[config.mk]
export PLATFORM = sky130hd
export DESIGN_NAME = sar_seq
export DESIGN_NICKNAME = d
export VERILOG_FILES = /design/src/rtl/sar_pkg.sv /design/src/rtl/sar_track_timer.sv /design/src/rtl/sar_step_timer.sv /design/src/rtl/sar_trial_reg.sv /design/src/rtl/sar_seq.sv
export SDC_FILE = /design/constraint.sdc
export NUM_CORES = 1
export LEC_CHECK = 0
export BUFFER_PORTS_ARGS = -buffer_cell sky130_fd_sc_hd__buf_2
export CAP_MARGIN = 20
export CORE_MARGIN = 2
export CORE_UTILIZATION = 59
export DETAILED_ROUTE_END_ITERATION = 8
export GPL_ROUTABILITY_DRIVEN = 0
export PLACE_DENSITY = 0.81
export RECOVER_POWER = 100
export SYNTH_ARGS = -nofsm -noshare
export SYNTH_HDL_FRONTEND = slang
export SYNTH_SLANG_ARGS = --single-unit
[constraint.sdc]
create_clock -name clk -period 2.57 [get_ports clk]
set_clock_uncertainty 0.15 [all_clocks]
set_input_delay 0.1285 -clock clk [delete_from_list [all_inputs] [get_ports clk]]
set_output_delay 0.1285 -clock clk [all_outputs]
set_load 0.03 [all_outputs]
[src/rtl/sar_pkg.sv]
package sar_pkg;
  typedef enum logic {
    SAR_TRACK = 1'b0,
    SAR_CONV  = 1'b1
  } sar_state_e;
endpackage

[src/rtl/sar_track_timer.sv]
// Counts ticks spent tracking, saturating at the minimum track time.
module sar_track_timer #(
  parameter int TRACK_TICKS = 7
) (
  input  logic clk,
  input  logic rst_n,
  input  logic tracking,
  output logic track_ok
);
  localparam int CW = $clog2(TRACK_TICKS + 1);

  logic [CW-1:0] cnt_q, cnt_d;

  always_comb begin
    cnt_d = cnt_q;
    if (!tracking) begin
      cnt_d = '0;
    end else if (cnt_q != CW'(TRACK_TICKS)) begin
      cnt_d = cnt_q + CW'(1);
    end
  end

  always_ff @(posedge clk or negedge rst_n) begin
    if (!rst_n) cnt_q <= '0;
    else        cnt_q <= cnt_d;
  end

  assign track_ok = (cnt_q == CW'(TRACK_TICKS));
endmodule

[src/rtl/sar_step_timer.sv]
// Paces the bit trials: TRIAL_TICKS ticks per bit, MSB index first.
module sar_step_timer #(
  parameter int WIDTH       = 8,
  parameter int TRIAL_TICKS = 4
) (
  input  logic                     clk,
  input  logic                     rst_n,
  input  logic                     load,
  input  logic                     run,
  output logic                     step,
  output logic                     last,
  output logic [$clog2(WIDTH)-1:0] bit_idx
);
  localparam int IW = $clog2(WIDTH);
  localparam int TW = (TRIAL_TICKS > 1) ? $clog2(TRIAL_TICKS) : 1;
  localparam logic [TW-1:0] LAST_TICK = TW'(TRIAL_TICKS - 1);

  logic [TW-1:0] tick_q, tick_d;
  logic [IW-1:0] idx_q, idx_d;

  always_comb begin
    tick_d = tick_q;
    idx_d  = idx_q;
    if (load) begin
      tick_d = '0;
      idx_d  = IW'(WIDTH - 1);
    end else if (run) begin
      if (tick_q == LAST_TICK) begin
        tick_d = '0;
        if (idx_q != '0) idx_d = idx_q - IW'(1);
      end else begin
        tick_d = tick_q + TW'(1);
      end
    end
  end

  always_ff @(posedge clk or negedge rst_n) begin
    if (!rst_n) begin
      tick_q <= '0;
      idx_q  <= '0;
    end else begin
      tick_q <= tick_d;
      idx_q  <= idx_d;
    end
  end

  assign step    = run && !load && (tick_q == LAST_TICK);
  assign last    = step && (idx_q == '0);
  assign bit_idx = idx_q;
endmodule

[src/rtl/sar_trial_reg.sv]
// Trial code register: set a bit, keep it on a comparator "at or above".
module sar_trial_reg #(
  parameter int WIDTH = 8
) (
  input  logic                     clk,
  input  logic                     rst_n,
  input  logic                     clear,
  input  logic                     load,
  input  logic                     step,
  input  logic                     cmp_ge,
  input  logic [$clog2(WIDTH)-1:0] bit_idx,
  output logic [WIDTH-1:0]         code
);
  localparam int IW = $clog2(WIDTH);

  logic [WIDTH-1:0] code_q, code_d;

  always_comb begin
    code_d = code_q;
    if (clear) begin
      code_d = '0;
    end else if (load) begin
      code_d = '0;
      code_d[WIDTH-1] = 1'b1;
    end else if (step) begin
      code_d[bit_idx] = cmp_ge;
      if (bit_idx != '0) code_d[bit_idx - IW'(1)] = 1'b1;
    end
  end

  always_ff @(posedge clk or negedge rst_n) begin
    if (!rst_n) code_q <= '0;
    else        code_q <= code_d;
  end

  assign code = code_q;
endmodule

[src/rtl/sar_seq.sv]
// Conversion sequencer top: track/hold control, launch, restart, abort.
module sar_seq #(
  parameter int WIDTH       = 8,
  parameter int TRIAL_TICKS = 4,
  parameter int CLK_KHZ     = 2000,
  parameter int TRACK_NS    = 3500
) (
  input  logic             clk,
  input  logic             rst_n,
  input  logic             enable,
  input  logic             cont_mode,
  input  logic             start_pulse,
  input  logic             result_shifted,
  input  logic             cmp_ge,
  output logic             hold,
  output logic [WIDTH-1:0] trial_code,
  output logic [WIDTH-1:0] result,
  output logic             result_valid,
  output logic             early_err
);
  import sar_pkg::*;

  localparam int TRACK_RAW   = (CLK_KHZ * TRACK_NS + 999_999) / 1_000_000;
  localparam int TRACK_TICKS = (TRACK_RAW < 1) ? 1 : TRACK_RAW;
  localparam int IW          = $clog2(WIDTH);

  // reset: asserted asynchronously, released on a clock edge
  logic [1:0] rs_q;
  logic       rst_sync_n;

  always_ff @(posedge clk or negedge rst_n) begin
    if (!rst_n) rs_q <= '0;
    else        rs_q <= {rs_q[0], 1'b1};
  end
  assign rst_sync_n = rs_q[1];

  sar_state_e       state_q, state_d;
  logic             pend_q, pend_d;
  logic             valid_q, valid_d;
  logic             err_q, err_d;
  logic [WIDTH-1:0] res_q, res_d;

  logic          conv, track_ok, launch, cont_req;
  logic          step, last;
  logic [IW-1:0] bit_idx;

  assign conv = (state_q == SAR_CONV);

  sar_track_timer #(.TRACK_TICKS(TRACK_TICKS)) u_track (
    .clk      (clk),
    .rst_n    (rst_sync_n),
    .tracking (!conv),
    .track_ok (track_ok)
  );

  sar_step_timer #(.WIDTH(WIDTH), .TRIAL_TICKS(TRIAL_TICKS)) u_step (
    .clk     (clk),
    .rst_n   (rst_sync_n),
    .load    (launch),
    .run     (conv),
    .step    (step),
    .last    (last),
    .bit_idx (bit_idx)
  );

  sar_trial_reg #(.WIDTH(WIDTH)) u_trial (
    .clk     (clk),
    .rst_n   (rst_sync_n),
    .clear   (!enable),
    .load    (launch),
    .step    (step && enable),
    .cmp_ge  (cmp_ge),
    .bit_idx (bit_idx),
    .code    (trial_code)
  );

  always_comb begin
    cont_req = cont_mode && result_shifted && valid_q && !conv;
    launch   = enable && !conv && track_ok && (start_pulse || pend_q || cont_req);
    err_d    = enable && !conv && !track_ok && start_pulse;

    state_d = state_q;
    pend_d  = pend_q;
    valid_d = valid_q;
    res_d   = res_q;

    if (!enable) begin
      state_d = SAR_TRACK;
      pend_d  = 1'b0;
      valid_d = 1'b0;
    end else if (launch) begin
      state_d = SAR_CONV;
      pend_d  = 1'b0;
      valid_d = 1'b0;
    end else begin
      if (cont_req) pend_d = 1'b1;
      if (result_shifted) valid_d = 1'b0;
      if (conv && last) begin
        state_d = SAR_TRACK;
        valid_d = 1'b1;
        res_d   = {trial_code[WIDTH-1:1], cmp_ge};
      end
    end
  end

  always_ff @(posedge clk or negedge rst_sync_n) begin
    if (!rst_sync_n) begin
      state_q <= SAR_TRACK;
      pend_q  <= 1'b0;
      valid_q <= 1'b0;
      err_q   <= 1'b0;
      res_q   <= '0;
    end else begin
      state_q <= state_d;
      pend_q  <= pend_d;
      valid_q <= valid_d;
      err_q   <= err_d;
      res_q   <= res_d;
    end
  end

  assign hold         = conv;
  assign result       = res_q;
  assign result_valid = valid_q;
  assign early_err    = err_q;
endmodule

# ---- After elaboration in Yosys (flattened, before gate mapping)
# Index checks and enable logic that the tools add are counted.
dict set report totals {
  reg_bits 30
  latchBits 0
  mem_bits_rw 0
  romBits 0
  out_inout_bits 19
  wordCells 82
  n_memories 0
}
dict set report classes {
  add_sub_neg 3
  mul 0
  div 0
  n_lt_le_gt_ge 4
  eq_ne 7
  shift 0
  mux 28
  bitwise 2
  n_reduce_logical 28
}
# op count
set op_table {}
lappend op_table {{$mux W8} 4}
lappend op_table {{$mux W3} 6}
lappend op_table {{$logic_and A1 B1 Y1} 15}
lappend op_table {{$mux W1} 12}
lappend op_table {{$ne A3 B1 Y1 const B} 3}
lappend op_table {{$bwmux W8} 1}
lappend op_table {{$lt A3 B4 Y1 const B} 2}
lappend op_table {{$or A8 B8 Y8} 1}
lappend op_table {{$reduce_bool A2 Y1} 4}
lappend op_table {{$demux W1 S3} 2}
lappend op_table {{$ge A3 B1 Y1 const B} 2}
lappend op_table {{$mux W2} 3}
lappend op_table {{$reduce_and A3 Y1} 2}
lappend op_table {{$ne A4 B1 Y1 const B} 1}
lappend op_table {{$add A3 B1 Y3 const B} 1}
lappend op_table {{$eq A3 B3 Y1 const B} 1}
lappend op_table {{$logic_not A1 Y1} 3}
lappend op_table {{$logic_not A3 Y1} 1}
lappend op_table {{$ne A3 B3 Y1 const B} 1}
lappend op_table {{$reduce_bool A3 Y1} 1}
lappend op_table {{$sub A3 B1 Y3 const B} 1}
lappend op_table {{$add A2 B1 Y2 const B} 1}
lappend op_table {{$eq A2 B2 Y1 const B} 1}
lappend op_table {{$logic_or A1 B1 Y1} 2}
lappend op_table {{$not A1 Y1} 1}

# ---- Depth between registers and ports, before layout
dict set report depth {
  word_depth 13
  mapped_depth 7
  depth_no_buf 6
}

# ---- Modules after synthesis
# A second synthesis with hierarchy kept.
dict set report hier_totals {
  hier_cells 148
  area_unflattened_um2 1634.1
}
# module n_inst cells_each area_each_um2
set by_module_without_submodules {}
lappend by_module_without_submodules {sar_trial_reg 1 66 621.8}
lappend by_module_without_submodules {sar_seq 1 41 575.6}
lappend by_module_without_submodules {sar_step_timer 1 30 289.0}
lappend by_module_without_submodules {sar_track_timer 1 11 147.6}

# ---- Least setup slack after synthesis
# OpenSTA, ideal clock, no wires.
dict set report synth_path {
  path_kind {reg2reg}
  startpoint {register u_step.idx_q[0] (netlist: u_step.bit_idx[0])}
  endpoint {register u_trial.code_q[1] (netlist: u_trial.code[1])}
  setup_time_ns 0.094
  t_arrival_ns 1.866
  setup_slack_ns 0.460
  path_stages_with_launch 8
  path_buffers 1
  period_less_slack_ns 2.110
  cell_sequence {dfrtp_1 -> buf_2 -> clkinv_1 -> ha_1 -> or3_1 -> a21boi_0 -> o22ai_1 -> a211oi_1}
}
dict set report synth_via {
  elab_chain_cells 10
  elab_cells_between_ends 18
  cone_classes {add/sub: 1; order compare: 4; mux: 9; bitwise: 1; reduce/logical: 3}
}
# item line_no
set synth_rtl {}
lappend synth_rtl {{start: declaration} sar_step_timer.sv:19} ;# logic [IW-1:0] idx_q, idx_d;
lappend synth_rtl {{start signal: assignment} sar_step_timer.sv:43} ;# idx_q <= idx_d;
lappend synth_rtl {{$sub A3 B1 Y3, or another cell as far along} sar_trial_reg.sv:27} ;# if (bit_idx != '0) code_d[bit_idx - IW'(1)] = 1'b1;
lappend synth_rtl {{$lt A3 B4 Y1 (not written as such), or another cell as far along} sar_trial_reg.sv:27}
lappend synth_rtl {{$logic_and A1 B1 Y1 (not written as such) / $mux W1 (equally long branches)} {sar_trial_reg.sv:27, sar_trial_reg.sv:26}}
lappend synth_rtl {{$mux W1 (not written as such) / $demux W1 S3 (equally long branches)} --}
lappend synth_rtl {{$demux W1 S3 / $bwmux W8 (equally long branches)} --}
lappend synth_rtl {{$or A8 B8 Y8 (no source line)} --}
lappend synth_rtl {{$mux W8 *} sar_trial_reg.sv:27}
lappend synth_rtl {{$mux W8 *} sar_trial_reg.sv:25} ;# end else if (step) begin
lappend synth_rtl {{$mux W8 *} sar_trial_reg.sv:22} ;# end else if (load) begin
lappend synth_rtl {{$mux W8 *} sar_trial_reg.sv:20} ;# if (clear) begin
lappend synth_rtl {{end signal: assignment} sar_trial_reg.sv:33} ;# else code_q <= code_d;
lappend synth_rtl {{end: declaration} sar_trial_reg.sv:16} ;# logic [WIDTH-1:0] code_q, code_d;
# Every way passes the cells marked *; elsewhere a longest branch is shown, timed or not. The select of a mux whose other input is x is not followed.
# A chain may end at the register's enable or synchronous reset.

# ---- Worst setup path after layout
dict set report layout_path {
  startpoint {register u_step.tick_q[0]}
  endpoint {register res_q[5] (netlist: result[5])}
}
dict set report layout_via {
  elab_chain_cells 5
}
# item line_no
set layout_rtl {}
lappend layout_rtl {{start: declaration} sar_step_timer.sv:18} ;# logic [TW-1:0] tick_q, tick_d;
lappend layout_rtl {{start signal: assignment} sar_step_timer.sv:42} ;# tick_q <= tick_d;
lappend layout_rtl {{$eq A2 B2 Y1} sar_step_timer.sv:47} ;# assign step = run && !load && (tick_q == LAST_TICK);
lappend layout_rtl {{$logic_and A1 B1 Y1} sar_step_timer.sv:47}
lappend layout_rtl {{$logic_and A1 B1 Y1} sar_step_timer.sv:48} ;# assign last = step && (idx_q == '0);
lappend layout_rtl {{$logic_and A1 B1 Y1} sar_seq.sv:98} ;# if (conv && last) begin
lappend layout_rtl {{$reduce_and A3 Y1 (no source line)} --}
lappend layout_rtl {{end signal: assignment} sar_seq.sv:118} ;# res_q <= res_d;
lappend layout_rtl {{end: declaration} sar_seq.sv:41} ;# logic [WIDTH-1:0] res_q, res_d;
# No other way between the ends.

==> metrics.md <==
| Metric | Value |
|---|---|
| Outcome | finished clean |
| Max VDD drop | 554 uV |
| Power Total | 1.32 mW |
| Yosys cell types | 42 |
| Post-route cell area | 0.00178 sq mm |
| Ant diodes | 0 |
| Rel. slew slack | 36.1% |
| GR peak layer | met2 |
| Clock latency on the worst-skew pair | 320 ps |
| Nets | 189 |
| H-tree depth | 2 |
| Site Rows | 18 |
| 1st-pass router iterations | 4 |
| Clock root cell | clkbuf_4 |
| DR vias/cell | 5.67 |
| RSZ-0062 raised after global routing | no |
| Routed via count | 1180 |
| Count leader, synth | dfrtp_1 |
| Mapped Nets | 151 |
| CTS tree | yes |
| Setup bufs post-CTS | 0 |
| Worst path depth | 6 |
| Top_reg_cell synth | dfrtp_1 |
| Die area | 0.00306 sq mm |
| I/O pin cnt | 26 |
| All-Layer GR Usage | 22.0% |
| Ys Warns | 0 |
| Setup TNS | 0 ps |
| Gr ovfl total | 0 |
| Top-area cell type share of the netlist area | about half |
| P_leak | 0.815 nW |
| R2R setup slack | 350 ps |
| FF-to-FF path depth | 6 |
| CTS resizes | 0 |
| Reg-to-Reg End | result[5]$_DFFE_PN0P_ |
| PwrDens | approximately 740 mW/mm^2 |
| Max cap viols | 0 |
| Final cell count without fillers | around 210 |
| Post-synthesis register bit count | 30 |
| Max Root-Sink Buffers | 2 |
| Placed cells | 193 |
| Crit path required time | 2620 ps |
| Fraction of registers with async set/reset | 100% |
| Final Max Tran Viols | 0 |
| Largest area contributor in the netlist | dfrtp_1 |
| Initial Util | 62.7% |
| Cells along the critical path | ha_1, and2_0, buf_4, nor3b_1, nand2_4, mux2_1 |
| Setup CP Type | reg -> reg |
| Period utilization | 86.5% |
| CP Buf/Inv Count | 1 |
| DP Area | between 0.0015 and 0.002 sq mm |
| R2r startpoint | u_step.tick_q[0]$_DFFE_PN0P_ |
| Layout fillers | ~190 |
| Slowest cell on the critical path | nor3b_1 |
| Worst path top cell family by delay | simple AND/OR/NAND/NOR gates |
| Critical path origin | u_step.tick_q[0]$_DFFE_PN0P_ |
| Sink Count | 30 |
| Top post-synthesis cells by area | dfrtp_1 48%, mux2_4 7.7%, mux2i_1 5.2%, nor2_1 4.1%, ha_1 4.0% |
| CP peak stage delay | ~490 ps |
| Clock slew at reported path FFs | 90 ps |
| Final Hold Fails | 0 |
| Post-Syn Instances | 139 |
| Met3 usage | under 10% |
| IO buf count | 25 |
| Core region area | 0.00248 sq mm |
| Layout area overhead | 14.8% |
| First-pass GRT wire length | around 5.3 mm |
| Hold WS | 23.6 ps |
| Crit. End Element | register |
| Crit path capture | result[5]$_DFFE_PN0P_ |
| Actual slew at the worst max-slew pin | about 960 ps |
| CP Max Fanout | 10 |
| M1 GR Usage | 29.0% |
| Iteration-0 DRC Markers | 24 |
| # DRC | 0 |
| Number of CTS-inserted buffers | 5 |
| Fmax | ~0.45 GHz |
| Initial antenna violation count | 0 |
| Die Span Y | 55.3 um |
| Minimum clock period | approximately 2200 ps |
| Vias in the first global route | 1193 |
| Synth Cell Area | 0.00155 sq mm |
| Syn avg cell area | 11.2 sq um |
| Wire per inst | roughly 14 um |
| DP HPWL | 2.16 mm |
| Hold Path Class | reg -> async |
| Chip width | 55.3 um |
| Met2 GRT Util | about 34% |
| Crit path DAT | 2280 ps |
| Largest net degree at the start of global routing | 19 |
| Total wire length | 3.02 mm |
| Most instantiated cells after synthesis | 30 x dfrtp_1, 17 x nor2_1, 8 x mux2_4, 8 x mux2i_1, 6 x nand2_1 |
| CP Launch Type | register |
| Final Setup Violations | 0 |
| Post-synth EDFFs | 0 |
| Seq/Total Area, Yosys | 48.3% |
| Routed Antenna Nets | 0 |
| Share of layout cells above drive strength 1 | 14.0% |
-- flip-flops by register name, summed over array words and instances, names as in the netlist --
| name | flops |
|---|---|
| pend_q | 1 |
| rs_q | 2 |
| early_err | 1 |
| hold | 1 |
| u_trial.code | 8 |
| u_track.cnt_q | 3 |
| result_valid | 1 |
| u_step.bit_idx | 3 |
| result | 8 |
| u_step.tick_q | 2 |
-- how the worst min path moves through the flow --
stage | to | slack [ps] | cells after the start
after floorplan | rs_q[0]$_DFF_PN0_ | -320 | 0
final | u_trial.code[4]$_DFFE_PN0P_ | 20 | 0
after global routing | u_trial.code[4]$_DFFE_PN0P_ | 50 | 0
after global placement | rs_q[0]$_DFF_PN0_ | -240 | 1
after CTS | result[1]$_DFFE_PN0P_ | 30 | 0
after detailed placement | rs_q[0]$_DFF_PN0_ | -230 | 1
-- placed cells by master, fill, tap and decap left out, types with 2 or more instances in the layout --
master / n
o21ai_0: 3
mux2_1: 4
inv_1: 4
nand2b_1: 2
buf_2: 6
a21oi_1: 5
clkbuf_4: 5
mux2_4: 4
dlygate4sd3_1: 7
clkbuf_1: 21
dfrtp_1: 30
a211oi_1: 5
nor3_1: 2
or2_2: 2
o22ai_1: 4
buf_4: 3
mux2i_1: 8
o2bb2ai_1: 2
ha_1: 5
o21a_1: 2
nor2_1: 17
nor4_1: 2
nor3b_1: 5
nand2_1: 6
nor2b_1: 3
-- stage by stage --
stage / worst slack, ps / util (%)
4_1_cts: 464 / 74.7
5_1_grt: 177 / 72.0
2_1_floorplan: 460 / -
3_3_place_gp: 534 / 69.4
6_report: 348 / 72.0
3_5_place_dp: 486 / 69.4
-- area by class of cell --
| class | instances | area (sq um) | share of cell area (%) |
|---|---|---|---|
| sequential | 30 | 751 | 42.1 |
| multi-input combinational | 99 | 718 | 40.3 |
| timing repair buffer | 36 | 198 | 11.1 |
| clock buffer | 7 | 55.1 | 3.09 |
| tap | 30 | 37.5 | 2.11 |
| inverter | 5 | 18.8 | 1.05 |
| clock inverter | 1 | 5.00 | 0.281 |
-- where the power goes --
| part | internal (mW) | total, mW | switching [mW] | leakage [nW] |
|---|---|---|---|---|
| sequential | 0.537 | 0.596 | 0.0587 | 0.390 |
| clock | 0.132 | 0.286 | 0.153 | 0.0353 |
| combinational | 0.194 | 0.441 | 0.247 | 0.390 |
| total | 0.863 | 1.32 | 0.459 | 0.815 |
-- timing repair --
item | CTS | global route
hold buffers | 7 | 0
endpoints found under the setup margin | 0 | 0
endpoints found under the hold margin | 7 | 0
-- cells by family after synthesis --
logic type / Yosys count / share of synthesized area [%]
AO/OA/AOI/OAI: 27 / 12.7
XOR/XNOR: 2 / 1.13
adder cells (fa/ha/maj): 5 / 4.03
buffers and inverters: 10 / 2.82
flip-flops: 30 / 48.3
multiplexers: 17 / 13.6
other: 1 / 0.242
AND/OR/NAND/NOR: 47 / 17.2
-- metal layers --
layer / part of all wire, % / routed length (um) / vias up
met3: 4.5 / 136 / 7
li1: - / - / 576
met4: 1.5 / 44 / 0
met5: 0 / 0 / -
met1: 44 / 1330 / 568
met2: 50 / 1500 / 29
No activity file was read; power rests on OpenSTA's default activity.
